`src/rtl/irq_collector_pkg.sv`:
```
// Shared types for the interrupt collector.
// Assumes an 8-bit register bus whose width equals the number of sources.
package irq_collector_pkg;

    // Number of event sources; also the register data width.
    localparam int unsigned NSRC = 8;
    // Number of latched sources (all except the pin-source bit 0).
    localparam int unsigned NLAT = NSRC - 1;

    // Request pin configuration as held in the output-config register.
    typedef struct packed {
        logic active_high;  // register bit1: 1 = active high
        logic push_pull;    // register bit0: 1 = push-pull, 0 = open-drain
    } pin_cfg_t;

endpackage

```
`src/rtl/irq_latch_bank.sv`:
```
// Bank of set/clear sticky bits for the latched interrupt sources.
// Assumes set and clear are single-cycle synchronous strobes; set wins.
module irq_latch_bank #(
    parameter int unsigned WIDTH = 7
) (
    input  logic             clk,
    input  logic             rst_n,
    input  logic [WIDTH-1:0] set_i,
    input  logic [WIDTH-1:0] clr_i,
    output logic [WIDTH-1:0] q_o
);

    generate
        for (genvar i = 0; i < WIDTH; i++) begin : g_bit
            logic bit_q;
            // Sticky pending bit: set has priority over clear.
            always_ff @(posedge clk) begin
                if (!rst_n)
                    bit_q <= 1'b0;
                else if (set_i[i])
                    bit_q <= 1'b1;
                else if (clr_i[i])
                    bit_q <= 1'b0;
            end
            assign q_o[i] = bit_q;
        end
    endgenerate

endmodule

```
`src/rtl/irq_ctrl_regs.sv`:
```
// Host-writable control state: source enable mask and pin configuration.
// Assumes write enables are already decoded and last one cycle.
module irq_ctrl_regs
    import irq_collector_pkg::*;
#(
    parameter int unsigned W = NSRC
) (
    input  logic         clk,
    input  logic         rst_n,
    input  logic         en_we,
    input  logic         cfg_we,
    input  logic [W-1:0] wdata,
    output logic [W-1:0] en_q,
    output pin_cfg_t     cfg_q
);

    // Source enable mask register.
    always_ff @(posedge clk) begin
        if (!rst_n)
            en_q <= '0;
        else if (en_we)
            en_q <= wdata;
    end

    // Pin configuration register; only the two low bits are stored.
    always_ff @(posedge clk) begin
        if (!rst_n)
            cfg_q <= '0;
        else if (cfg_we)
            cfg_q <= pin_cfg_t'(wdata[1:0]);
    end

endmodule

```
`src/rtl/irq_pin_drive.sv`:
```
// Converts the internal request into pad data and drive-enable.
// Assumes an external pull-up holds the line when released in open-drain mode.
module irq_pin_drive
    import irq_collector_pkg::*;
(
    input  logic     req_i,
    input  pin_cfg_t cfg_i,
    output logic     oe_o,
    output logic     o_o
);

    logic level;

    // Wanted line level, then drive style.
    always_comb begin
        level = cfg_i.active_high ? req_i : ~req_i;
        if (cfg_i.push_pull) begin
            oe_o = 1'b1;
            o_o  = level;
        end else begin
            oe_o = ~level;
            o_o  = 1'b0;
        end
    end

endmodule

```
`src/rtl/irq_collector.sv`:
```
// Global interrupt collector: latched pending bits 7..1, pin-source bit 0
// mirrored from the per-pin bank, enable gating and a configurable request pin.
// Assumes a synchronous byte bus with a one-cycle write strobe and
// synchronous event pulses; read data is combinational on the address.
module irq_collector
    import irq_collector_pkg::*;
#(
    parameter int unsigned          ADDR_W    = 8,
    parameter int unsigned          PIN_W     = 16,
    parameter logic [ADDR_W-1:0]    ADDR_CFG  = 'h41,
    parameter logic [ADDR_W-1:0]    ADDR_EN   = 'h42,
    parameter logic [ADDR_W-1:0]    ADDR_PEND = 'h08,
    parameter logic [ADDR_W-1:0]    ADDR_ACK  = 'h44
) (
    input  logic              clk,
    input  logic              rst_n,
    input  logic [ADDR_W-1:0] bus_addr,
    input  logic [NSRC-1:0]   bus_wdata,
    input  logic              bus_we,
    output logic [NSRC-1:0]   bus_rdata,
    input  logic [NSRC-1:1]   src_pulse,
    input  logic [PIN_W-1:0]  pin_pend,
    output logic              irq_oe,
    output logic              irq_o
);

    logic            hit_cfg, hit_en, hit_pend, hit_ack;
    logic [NLAT-1:0] ack_clr;
    logic [NLAT-1:0] pend_lat;
    logic [NSRC-1:0] en_q;
    pin_cfg_t        cfg_q;
    logic            gpio_any;
    logic [NSRC-1:0] pend_vec;
    logic            req;

    // Address decode.
    always_comb begin
        hit_cfg  = (bus_addr == ADDR_CFG);
        hit_en   = (bus_addr == ADDR_EN);
        hit_pend = (bus_addr == ADDR_PEND);
        hit_ack  = (bus_addr == ADDR_ACK);
    end

    // Acknowledge mask for the latched bits; write-data bit 0 is dropped.
    always_comb begin
        ack_clr = (bus_we && hit_ack) ? bus_wdata[NSRC-1:1] : '0;
    end

    irq_latch_bank #(.WIDTH(NLAT)) u_latch (
        .clk   (clk),
        .rst_n (rst_n),
        .set_i (src_pulse),
        .clr_i (ack_clr),
        .q_o   (pend_lat)
    );

    irq_ctrl_regs #(.W(NSRC)) u_ctrl (
        .clk    (clk),
        .rst_n  (rst_n),
        .en_we  (bus_we && hit_en),
        .cfg_we (bus_we && hit_cfg),
        .wdata  (bus_wdata),
        .en_q   (en_q),
        .cfg_q  (cfg_q)
    );

    // Pending vector: bit 0 follows the per-pin bank without a register.
    always_comb begin
        gpio_any = |pin_pend;
        pend_vec = {pend_lat, gpio_any};
        req      = |(pend_vec & en_q);
    end

    irq_pin_drive u_pin (
        .req_i (req),
        .cfg_i (cfg_q),
        .oe_o  (irq_oe),
        .o_o   (irq_o)
    );

    // Read multiplexer; write-only and unmapped addresses read zero.
    always_comb begin
        bus_rdata = '0;
        if (hit_pend)
            bus_rdata = pend_vec;
        else if (hit_en)
            bus_rdata = en_q;
        else if (hit_cfg)
            bus_rdata = {{(NSRC-2){1'b0}}, cfg_q.active_high, cfg_q.push_pull};
    end

endmodule

```
`config.mk`:
```
export PLATFORM = sky130hd
export DESIGN_NAME = irq_collector
export DESIGN_NICKNAME = d
export VERILOG_FILES = /design/src/rtl/irq_collector_pkg.sv /design/src/rtl/irq_latch_bank.sv /design/src/rtl/irq_ctrl_regs.sv /design/src/rtl/irq_pin_drive.sv /design/src/rtl/irq_collector.sv
export SDC_FILE = /design/constraint.sdc
export NUM_CORES = 1
export LEC_CHECK = 0
export BUFFER_PORTS_ARGS = -buffer_cell sky130_fd_sc_hd__buf_4
export CAP_MARGIN = 20
export CORE_MARGIN = 3
export CORE_UTILIZATION = 44
export DETAILED_ROUTE_END_ITERATION = 8
export GPL_ROUTABILITY_DRIVEN = 0
export PLACE_DENSITY = 0.79
export SLEW_MARGIN = 20
export SYNTH_ARGS = -nofsm -noshare
export SYNTH_HDL_FRONTEND = slang
export SYNTH_SLANG_ARGS = --single-unit
```
`constraint.sdc`:
```
create_clock -name clk -period 1.63 [get_ports clk]
set_clock_uncertainty 0.1 [all_clocks]
set_input_delay 0.163 -clock clk [delete_from_list [all_inputs] [get_ports clk]]
set_output_delay 0.163 -clock clk [all_outputs]
set_load 0.01 [all_outputs]
```
### Yosys cells after proc, flatten, opt, wreduce, memory -nomap -nowiden

Index checks and enable logic that the tools add are counted.

* register bits after elaboration: 17
* bits of input ports: 42
* output and inout port bits: 10
* word-level logic and storage cells: 50

* equality and inequality tests: 4
* muxes and demuxes: 21
* bitwise gates (word level): 3
* reduce and logical (&&, ||, !) cells: 12

Operators with widths (count)
* 8-bit by 7-bit equality test with 1-bit output (second input constant): 3
* 1-bit 2-to-1 mux: 17
* 8-bit 2-to-1 mux: 2
* 16-bit OR reduction: 1
* 2-bit nonzero test: 7
* 8-bit AND: 1
* 8-bit by 4-bit equality test with 1-bit output (second input constant): 1
* 8-bit OR reduction: 1
* 7-bit 2-to-1 mux: 1
* 1-bit logical AND: 3
* 2-bit 2-to-1 mux: 1
* 1-bit NOT: 2

### Depth between registers and ports, before layout

Gate-level depths: netlist of the first run.

* depth after elaboration: 7
* gate-level depth with buffers: 5
* mapped depth without buffers: 4

### Cells and area by module

Synthesis of the first run repeated with hierarchy kept, for this count alone.

* cells, all modules: 104
* area total of the unflattened synthesis: 1009.7 µm²

By module, submodules not included
* irq_ctrl_regs: instances 1, cells an instance 31, area each 374.1 µm², seq. area each 200.2 µm²
* irq_collector: instances 1, cells an instance 42, area each 325.3 µm², seq. area each 0.0 µm²
* irq_latch_bank: instances 1, cells an instance 28, area each 289.0 µm², seq. area each 140.1 µm²
* irq_pin_drive: instances 1, cells an instance 3, area each 21.3 µm², seq. area each 0.0 µm²

### Least setup slack after synthesis of the first run

Ideal clock, no wire load.

* kind: flip-flop to output port
* start point: reg u_ctrl.en_q[1]
* end point: out irq_o
* arrival time: 1232 ps
* required time: 1367 ps
* path slack: 135 ps
* stages on the path, launching flop included: 5
* path buffers: 0
* cells stage by stage: dfxtp_1 -> a222oi_1 -> nand3_1 -> a21oi_1 -> mux2i_1

* longest elaborated chain between the ends: 5

RTL lines
* start, declared: RTL line irq_ctrl_regs.sv:13 `output logic [W-1:0] en_q,`
* start signal, assigned: RTL line irq_ctrl_regs.sv:22 `en_q <= wdata;`
* 8-bit AND (*): RTL line irq_collector.sv:71 `req = |(pend_vec & en_q);`
* 8-bit OR reduction (*): RTL line irq_collector.sv:71
* 1-bit NOT: RTL line irq_pin_drive.sv:16 `level = cfg_i.active_high ? req_i : ~req_i;`
* 1-bit 2-to-1 mux (*): RTL line irq_pin_drive.sv:16
* 1-bit 2-to-1 mux (*): RTL line irq_pin_drive.sv:17 `if (cfg_i.push_pull) begin`
* end, declared: RTL line irq_collector.sv:24 `output logic irq_o`

Mark *: on every way between the ends. The rest lies on a longest branch, timed or not.

### Worst setup path in the final report of the first run

* start point: reg u_ctrl.en_q[1]
* end point: out irq_oe

* longest elaborated chain between the ends: 6

RTL lines
* 8-bit AND (*): RTL line irq_collector.sv:71
* 8-bit OR reduction (*): RTL line irq_collector.sv:71
* 1-bit NOT: RTL line irq_pin_drive.sv:16
* 1-bit 2-to-1 mux (*): RTL line irq_pin_drive.sv:16
* 1-bit NOT (*): RTL line irq_pin_drive.sv:21 `oe_o = ~level;`
* 1-bit 2-to-1 mux (*): RTL line irq_pin_drive.sv:17
* end, declared: RTL line irq_collector.sv:23 `output logic irq_oe,`

Marked as above.

==> summary.txt, run 1 <==
Status: complete, but fails checks
Failing checks: negative setup slack
Rows: 16
Max cap viols: 0
Worst stage delay on the critical path: 0.33 ns
Cell area power density: 550 mW/mm²
First-pass GRT wire length: 4240 µm
Most frequent cell after synthesis: dfxtp_1
Upper clock frequency limit: 0.516 GHz
Ports: 52
Crit-path slowest cell: dfxtp_1
Initial Util: 0.480
Core area: 0.00202 mm²
Hold Startpoint: bus_wdata[4]
Area Overhead vs Synth: 53.1%
RSZ-0062 raised after global routing: true
Final Worst Setup Slack: -0.309 ns
DRT Pass-1 Iters: 4
Fraction of layout cells with a size suffix above 1: 0.424
Bufs and invs on worst path: 1
Nets: 201
Dominant cell type by area after synthesis: dfxtp_1
Die X: 53.0 µm
Critical path's top delay family: compound AO/OA/AOI/OAI gates
Post-Syn Area: 971 µm²
Ratio of final minimum period to clock period: 1.19
CP startpoint kind: flop
Fin. Hold Viols: 0
PortBufs: 51
Root Buffer: clkbuf_4
Hold-critical path endpoint: u_ctrl.en_q[4]$_SDFFE_PN0P_
Total global routing overflow: 0
Synth top area share: 0.351
Via/cell ratio: 5.32
Worst Setup SP: u_ctrl.en_q[1]$_SDFFE_PN0P_
Crit path max fanout: 2
Worst min-delay path category: input pin to flop
Library cells used by synthesis: 29
Initial drt markers: 21
WL/cell: 14.1 µm
Crit path kind: flop to output port
Top post-synthesis cells by count: 17 x dfxtp_1, 13 x nor2b_1, 12 x mux2i_1
Setup violators final: 2
Worst-path cell chain: a222oi_1 > nand3_1 > a21oi_2 > mux2i_1 > buf_4
Die area: 0.00281 mm²
Min cycle time layout: 1.94 ns
Mean Syn Cell Area: 10.1 µm²
Top cells by area, synth: dfxtp_1 35%, mux2i_1 12%, nor2b_1 8.4%
EDFF count, synth: 0
Yosys reg bits: 17
Syn Nets: 138
Largest net degree at the start of global routing: 18
CTS max path bufs: 2
Seq/Total Area, Yosys: 0.351
Top_reg_cell synth: dfxtp_1
Power Total: 0.817 mW
Vias in the first global route: 1021
N_diodes: 0
Worst r2r path cells: 3
CTS tree: yes
Asr flop ratio synth: 0
Lkg Pwr: 0.687 nW
Cell Count, Final, Fillers Out: 185
Chip Height: 53.0 µm
Cells after DPL: 174
Via count: 984
Worst-Skew Late Latency: 0.28 ns
Slew at the pin with the worst max-slew slack: 0.260 ns
Antenna-violating nets left: 0
Drt drc: 0
Cells after Synth: 96
Clk sinks: 17
CP Data Arrival Time: 1.68 ns
# H-tree levels: 1
Initial antenna violation count: 0
RR Startpoint: u_latch.g_bit[0].bit_q$_SDFFE_PN0P_
Gr usage total: 0.204
Maximum vdd drop: 0.401 mV
Detailed Place HPWL: 2040 µm
Hold_ws: 0.0236 ns
Final WL: 2610 µm
Capturing point of the worst reg2reg path: u_latch.g_bit[0].bit_q$_SDFFE_PN0P_
Warnings, synthesis: 0
Clk slew on worst S/H paths: 0.11 ns
Crit path capture type: output port
Num CTS Buffers: 3
Slew margin rel.: 0.825
Reg2Reg Setup Slack: 0.70 ns
WP data required: 1.37 ns
Pre-CTS WS: -0.0707 ns
Max-slew violation count: 0
Worst hold stages: 3
-- cells by family after synthesis --
logic type | synth area share
buffers and inverters | 0.0258
and+or+nand+nor | 0.281
AOI/OAI and AO/OA | 0.219
muxes | 0.124
DFF | 0.351
-- per-stage QoR --
step | utilization | setup TNS (ns) | cell area (µm²)
CTS | 0.735 | -0.612 | 1490
detailed placement | 0.685 | -0.113 | 1390
floorplan | - | 0 | 971
finish | 0.735 | -0.599 | 1490
global route | 0.735 | -0.836 | 1490
global placement | 0.685 | 0 | 1390
-- worst max-delay path by stage --
stage,end,slack (ns),cells past startpoint
after detailed placement,irq_oe,-0.07,6
after global placement,irq_oe,0.02,5
after global routing,irq_oe,-0.43,5
after floorplan,irq_o,0.14,4
final,irq_oe,-0.31,5
after CTS,irq_oe,-0.32,5
-- power by group --
group	internal [mW]	leakage, nW	total, mW	switching (mW)
Combinational	0.102	0.530	0.153	0.0502
Clock	0.0913	0.0177	0.227	0.136
Sequential	0.428	0.139	0.437	0.00949
Total	0.622	0.687	0.817	0.196
-- flip-flops by register name (all words and copies together) (netlist names) --
register / count
u_ctrl.cfg_q: 2
u_ctrl.en_q: 8
u_latch.g_bit.bit_q: 7
-- layer usage --
layer  part of all wire  track usage  routed length, µm  vias to the layer above
met2               0.50        0.407               1310                       42
met4              0.015       0.0894                 39                        0
met5                  0            0                  0                        -
li1                   -            -                  -                      491
met1               0.40        0.200               1050                      447
met3              0.081       0.0310                210                        4
-- cell usage in the layout, fill, tap and decap left out --
| cell | instances |
|---|---|
| a22o_1 | 6 |
| clkinv_2 | 1 |
| and4_4 | 1 |
| and4b_2 | 1 |
| a21oi_2 | 1 |
| dlygate4sd3_1 | 7 |
| and3_2 | 1 |
| nor3b_2 | 1 |
| nand2_1 | 4 |
| nand4_4 | 1 |
| nor3_4 | 1 |
| dfxtp_1 | 17 |
| nor2_1 | 2 |
| a22oi_1 | 4 |
| nand4_1 | 1 |
| and4_1 | 1 |
| nand3_1 | 1 |
| o21a_1 | 7 |
| clkbuf_4 | 3 |
| nor2b_1 | 13 |
| mux2i_1 | 12 |
| nor4_1 | 4 |
| a21boi_0 | 7 |
| nand2b_1 | 1 |
| nor3b_1 | 1 |
| nor4_4 | 1 |
| and2b_2 | 1 |
| a222oi_1 | 1 |
| o21ai_0 | 2 |
| buf_4 | 54 |
-- layout make-up --
type                       instances  area [µm²]
clock buffer                       3        22.5
clock inverter                     1        5.00
fill                             171         536
multi-input combinational         76         609
sequential                        17         340
tap                               27        33.8
timing repair buffer              61         475
-- repair_timing --
item | in CTS | in global routing
hold buffers | 7 | 0
pin swaps | 2 | 1
resized for setup | 1 | 0
cloned | 0 | 0
hold endpoints to repair | 7 | 0
buffers inserted | 0 | 0
endpoints found under the setup margin | 2 | 2
-- worst reg2reg max path, delay by kind of cell (launching register included) --
family / cells / cell delay, ns
AOI/OAI and AO/OA: 2 / 0.28
buffers and inverters: 1 / 0.13
DFF: 1 / 0.33
No activity file was read; power rests on OpenSTA's default activity.
==> inputs of run 2 (changes only) <==
GPL_TIMING_DRIVEN = 0   (was default)
SLEW_MARGIN = default   (was 20)
==> summary.txt, run 2 (synthesized netlist as in run 1, its figures left out) <==
CP Data Arrival Time: 1.73 ns (was 1.68 ns)
Upper clock frequency limit: 0.502 GHz (was 0.516 GHz)
Die X: 53.0 µm (unchanged)
PortBufs: 51 (unchanged)
Failing checks: negative setup slack (unchanged)
Total global routing overflow: 0 (unchanged)
Antenna-violating nets left: 0 (unchanged)
DRT Pass-1 Iters: 4 (unchanged)
Core area: 0.00202 mm² (unchanged)
Initial Util: 0.480 (unchanged)
CTS max path bufs: 2 (unchanged)
Detailed Place HPWL: 2060 µm (was 2040 µm)
Fin. Hold Viols: 0 (unchanged)
Fin util: 0.757 (was 0.735)
Lkg Pwr: 0.709 nW (was 0.687 nW)
Most flop-heavy register: u_ctrl.en_q (unchanged)
Max cap viols: 0 (unchanged)
Die area: 0.00281 mm² (unchanged)
Status: complete, but fails checks (unchanged)
Setup violators final: 2 (unchanged)
Worst min-delay path category: input pin to flop (unchanged)
Worst-path cell chain: a222oi_1 > nand3_1 > a21oi_2 > mux2i_1 > buf_4 (unchanged)
First-pass GRT wire length: 4410 µm (was 4240 µm)
Crit path capture type: output port (unchanged)
Leading cell type in the layout, fill and taps excluded: buf_4 (unchanged)
CTS tree: yes (unchanged)
Max-slew violation count: 0 (unchanged)
Largest net degree at the start of global routing: 11 (was 18)
Via count: 1015 (was 984)
Most frequent cells in the layout: 53 x buf_4, 15 x dfxtp_1, 13 x nor2b_1 (was 54 x buf_4, 17 x dfxtp_1, 13 x nor2b_1)
Critical path's top delay family: compound AO/OA/AOI/OAI gates (unchanged)
RSZ-0062 raised after global routing: true (unchanged)
Vias in the first global route: 1023 (was 1021)
Chip Height: 53.0 µm (unchanged)
Cell area power density: 538 mW/mm² (was 550 mW/mm²)
Rows: 16 (unchanged)
Crit path max fanout: 2 (unchanged)
Area Overhead vs Synth: 57.6% (was 53.1%)
Initial drt markers: 27 (was 21)
Via/cell ratio: 5.40 (was 5.32)
Setup TNS: -0.723 ns (was -0.599 ns)
Biggest regs: u_ctrl.en_q x8, u_latch.g_bit.bit_q x7, u_ctrl.cfg_q x2 (unchanged)
N_diodes: 0 (unchanged)
Ports: 52 (unchanged)
Maximum vdd drop: 0.397 mV (was 0.401 mV)
Num CTS Buffers: 3 (unchanged)
Crit path kind: flop to output port (unchanged)
Drt drc: 0 (unchanged)
Min cycle time layout: 1.99 ns (was 1.94 ns)
Max FFs per register: 8 (unchanged)
CP startpoint kind: flop (unchanged)
Final Worst Setup Slack: -0.362 ns (was -0.309 ns)
Slew margin rel.: 0.779 (was 0.825)
Worst-Skew Late Latency: 0.28 ns (about the same)
WP data required: 1.37 ns (about the same)
Root Buffer: clkbuf_4 (unchanged)
Crit-path slowest cell: a222oi_1 (was dfxtp_1)
Clk slew on worst S/H paths: 0.10 ns (was 0.11 ns)
Nets: 204 (was 201)
Final WL: 2810 µm (was 2610 µm)
Fraction of layout cells with a size suffix above 1: 0.453 (was 0.424)
Ratio of final minimum period to clock period: 1.22 (was 1.19)
Clk sinks: 17 (unchanged)
Slew at the pin with the worst max-slew slack: 0.332 ns (was 0.260 ns)
Worst stage delay on the critical path: 0.37 ns (was 0.33 ns)
Gr usage total: 0.216 (was 0.204)
Bufs and invs on worst path: 1 (unchanged)
Initial antenna violation count: 0 (unchanged)
WL/cell: 14.9 µm (was 14.1 µm)
# H-tree levels: 1 (unchanged)
==> run 2: area by class of cell <==
cell class / count / area (µm²)
buffer: 2 / 20.0
clock buffer: 3 / 22.5
clock inverter: 1 / 5.00
fill: 152 / 492
multi-input combinational: 76 / 616
sequential: 17 / 343
tap: 27 / 33.8
timing repair buffer: 62 / 490
==> run 2: worst paths after layout <==
kind,startpoint,end,slack (ns),depth (start not counted)
setup / recovery,u_latch.g_bit[0].bit_q$_SDFFE_PN0P_,irq_o,-0.36,5
hold / removal,bus_wdata[6],u_ctrl.en_q[6]$_SDFFE_PN0P_,0.03,3
setup reg to reg,u_latch.g_bit[0].bit_q$_SDFFE_PN0P_,u_latch.g_bit[0].bit_q$_SDFFE_PN0P_,0.55,4
hold reg to reg,u_ctrl.en_q[1]$_SDFFE_PN0P_,u_ctrl.en_q[1]$_SDFFE_PN0P_,0.44,2
==> run 2: layer usage <==
layer	vias to the layer above	share of wire	wire length (µm)	track usage
met5	-	0	0	0
met4	0	0.0075	21	0.0851
met3	4	0.067	187	0.0282
met2	36	0.52	1450	0.417
met1	480	0.41	1150	0.231
li1	495	-	-	-
==> run 2: report_power, final <==
| part | switching, mW | leakage (nW) | total, mW | internal, mW |
|---|---|---|---|---|
| clock network | 0.134 | 0.0177 | 0.225 | 0.0912 |
| logic | 0.0536 | 0.552 | 0.160 | 0.107 |
| registers | 0.00925 | 0.140 | 0.438 | 0.428 |
| total | 0.197 | 0.709 | 0.823 | 0.626 |
==> run 2: worst register-to-register path, stage by stage (launching register included) <==
cell	delay (ns)
dfxtp_2	0.33
buf_4	0.12
buf_4	0.13
a21boi_0	0.12
o21a_1	0.18
==> run 2: per-stage QoR <==
step	instance area, µm²	power, mW	hold slack, ns	worst slack, ns	cells
2_1_floorplan	971	0.485	0.187	0.135	96
5_1_grt	1530	0.861	0.0327	-0.487	188
3_3_place_gp	1390	0.581	0.270	-0.0723	174
4_1_cts	1500	0.826	0.0204	-0.395	186
6_report	1530	0.823	0.0295	-0.362	188
3_5_place_dp	1390	0.586	0.275	-0.0778	174
==> run 2: timing repair <==
action | 4_1_cts | 5_1_grt
hold endpoints to repair | 7 | 0
endpoints found under the setup margin | 2 | 10
buffers inserted | 1 | 3
hold buffers | 7 | 0
resized for setup | 3 | 5
pin swaps | 2 | 3
==> inputs of run 3 (changes only) <==
CORE_UTILIZATION = 47   (was 44)
PLACE_DENSITY = 0.89   (was 0.79)
clock period = 2.3 ns   (was 1.63 ns; I/O delays follow)
==> summary.txt, run 3 (synthesized netlist as in run 1, its figures left out) <==
WP data required: 1.97 ns (was 1.37 ns)
Via count: 973 (was 1015)
Max cap viols: 0 (unchanged)
Hold_ws: 0.0342 ns (was 0.0295 ns)
DP Area: 0.00139 mm² (about the same)
Upper clock frequency limit: 0.471 GHz
Lkg Pwr: 0.659 nW (was 0.709 nW)
Max FFs per register: 8 (unchanged)
Detailed Place HPWL: 2130 µm (was 2060 µm)
Nets: 194 (was 204)
Critical path's top delay family: compound AO/OA/AOI/OAI gates (unchanged)
Max-slew violation count: 0 (unchanged)
Most frequent cells in the layout: 51 x buf_4, 17 x dfxtp_1, 13 x nor2b_1 (was 53 x buf_4, 15 x dfxtp_1, 13 x nor2b_1)
Pre-CTS WS: 0.448 ns (was -0.0778 ns)
Cts repair resizes: 0 (was 3)
Die area: 0.00265 mm² (was 0.00281 mm²)
Hold Buf Count CTS: 0 (was 7)
Reg area: 340 µm² (was 343 µm²)
Chip Height: 51.5 µm (was 53.0 µm)
Slew margin rel.: 0.753 (was 0.779)
Bufs and invs on worst path: 1 (unchanged)
Most flop-heavy register: u_ctrl.en_q (unchanged)
Crit path capture type: output port (unchanged)
Crit path max fanout: 3 (was 2)
Worst min-delay path category: input pin to flop (unchanged)
CTS max path bufs: 2 (unchanged)
N_diodes: 0 (unchanged)
Leading cell type in the layout, fill and taps excluded: buf_4 (unchanged)
CP Data Arrival Time: 1.79 ns (was 1.73 ns)
Root Buffer: clkbuf_4 (unchanged)
Finished Cell Area: 0.00141 mm² (was 0.00153 mm²)
First-pass GRT wire length: 4150 µm (was 4410 µm)
Worst-Skew Late Latency: 0.30 ns (was 0.28 ns)
Final Worst Setup Slack: 0.176 ns (was -0.362 ns)
Initial antenna violation count: 0 (unchanged)
Cell Count, Final, Fillers Out: 176 (was 188)
WL/cell: 15.1 µm (was 14.9 µm)
Cells after DPL: 172 (was 174)
Initial Util: 0.528 (was 0.480)
Final WL: 2660 µm (was 2810 µm)
DRT Pass-1 Iters: 4 (unchanged)
CTS tree: yes (unchanged)
# Post-CTS Setup Buffers: 0 (was 1)
Status: finished, final reports clean (was complete, but fails checks)
Fin. Hold Viols: 0 (unchanged)
Clk sinks: 17 (unchanged)
Largest net degree at the start of global routing: 11 (unchanged)
Multi-input gate area: 606 µm² (was 616 µm²)
Maximum vdd drop: 0.299 mV (was 0.397 mV)
Setup violators final: 0 (was 2)
Num CTS Buffers: 3 (unchanged)
Area Overhead vs Synth: 45.5% (was 57.6%)
Crit-path slowest cell: a222oi_1 (unchanged)
# H-tree levels: 1 (unchanged)
Fill count: 142 (was 152)
Worst stage delay on the critical path: 0.36 ns (was 0.37 ns)
Rows: 15 (was 16)
Vias in the first global route: 987 (was 1023)
Via/cell ratio: 5.53 (was 5.40)
Worst-path cell chain: a222oi_1 > nand3_1 > a21oi_1 > mux2i_1 > buf_4 (was a222oi_1 > nand3_1 > a21oi_2 > mux2i_1 > buf_4)
Ports: 52 (unchanged)
Initial drt markers: 16 (was 27)
Setup TNS: 0 ns (was -0.723 ns)
Biggest regs: u_ctrl.en_q x8, u_latch.g_bit.bit_q x7, u_ctrl.cfg_q x2 (unchanged)
Die X: 51.5 µm (was 53.0 µm)
Slew at the pin with the worst max-slew slack: 0.370 ns (was 0.332 ns)
Antenna-violating nets left: 0 (unchanged)
Cell area power density: 406 mW/mm² (was 538 mW/mm²)
RSZ-0062 raised after global routing: false (was true)
Total global routing overflow: 0 (unchanged)
CP startpoint kind: flop (unchanged)
Min cycle time layout: 2.12 ns
Clk slew on worst S/H paths: 0.10 ns (about the same)
Core area: 0.00184 mm² (was 0.00202 mm²)
Gr usage total: 0.215 (was 0.216)
Crit path kind: flop to output port (unchanged)
Ratio of final minimum period to clock period: 0.924
Drt drc: 0 (unchanged)
Fraction of layout cells with a size suffix above 1: 0.430 (was 0.453)
PortBufs: 51 (unchanged)
==> run 3: cell count changes in the layout (fill, tap and decap cells not counted), sizes merged <==
cell,delta
buf,-3
dlygate4sd3,-7
==> run 3: cell type report <==
class,instances,area share
multi-input cells,76,0.429
repair buffers,51,0.271
flip-flops and latches,17,0.241
well taps,25,0.0221
plain buffers,3,0.0177
clock buffers,3,0.0159
clock inverters,1,0.00354
==> run 3: power by group <==
part / internal, mW / switching, mW
Combinational: 0.0638 / 0.0348
Clock: 0.0649 / 0.100
Sequential: 0.303 / 0.00658
==> run 3: worst paths after layout <==
path                                                     startpoint                                   to  slack, ns  depth (start not counted)
worst max-delay path                    u_ctrl.en_q[1]$_SDFFE_PN0P_                               irq_oe       0.18                          5
worst max register to register  u_latch.g_bit[2].bit_q$_SDFFE_PN0P_  u_latch.g_bit[2].bit_q$_SDFFE_PN0P_       1.41                          2
worst min register to register          u_ctrl.en_q[1]$_SDFFE_PN0P_          u_ctrl.en_q[1]$_SDFFE_PN0P_       0.45                          2
worst min-delay path                                   src_pulse[4]  u_latch.g_bit[3].bit_q$_SDFFE_PN0P_       0.03                          2
==> run 3: metal layers <==
| layer | up-vias | routed length (µm) | GRT usage |
|---|---|---|---|
| met5 | - | 0 | 0 |
| met4 | 0 | 79 | 0.105 |
| met3 | 9 | 209 | 0.0496 |
| met2 | 51 | 1350 | 0.409 |
| met1 | 436 | 1020 | 0.213 |
| li1 | 477 | - | - |
==> run 3: stage by stage <==
step,util,power (mW)
after global routing,0.768,0.590
final,0.768,0.574
after floorplan,-,0.344
after global placement,0.753,0.411
after detailed placement,0.753,0.415
after CTS,0.768,0.578
==> run 3: worst reg2reg max path, stage by stage (launching register included) <==
cell and delay [ns]:
dfxtp_1 0.36, a21boi_0 0.24, o21a_1 0.14
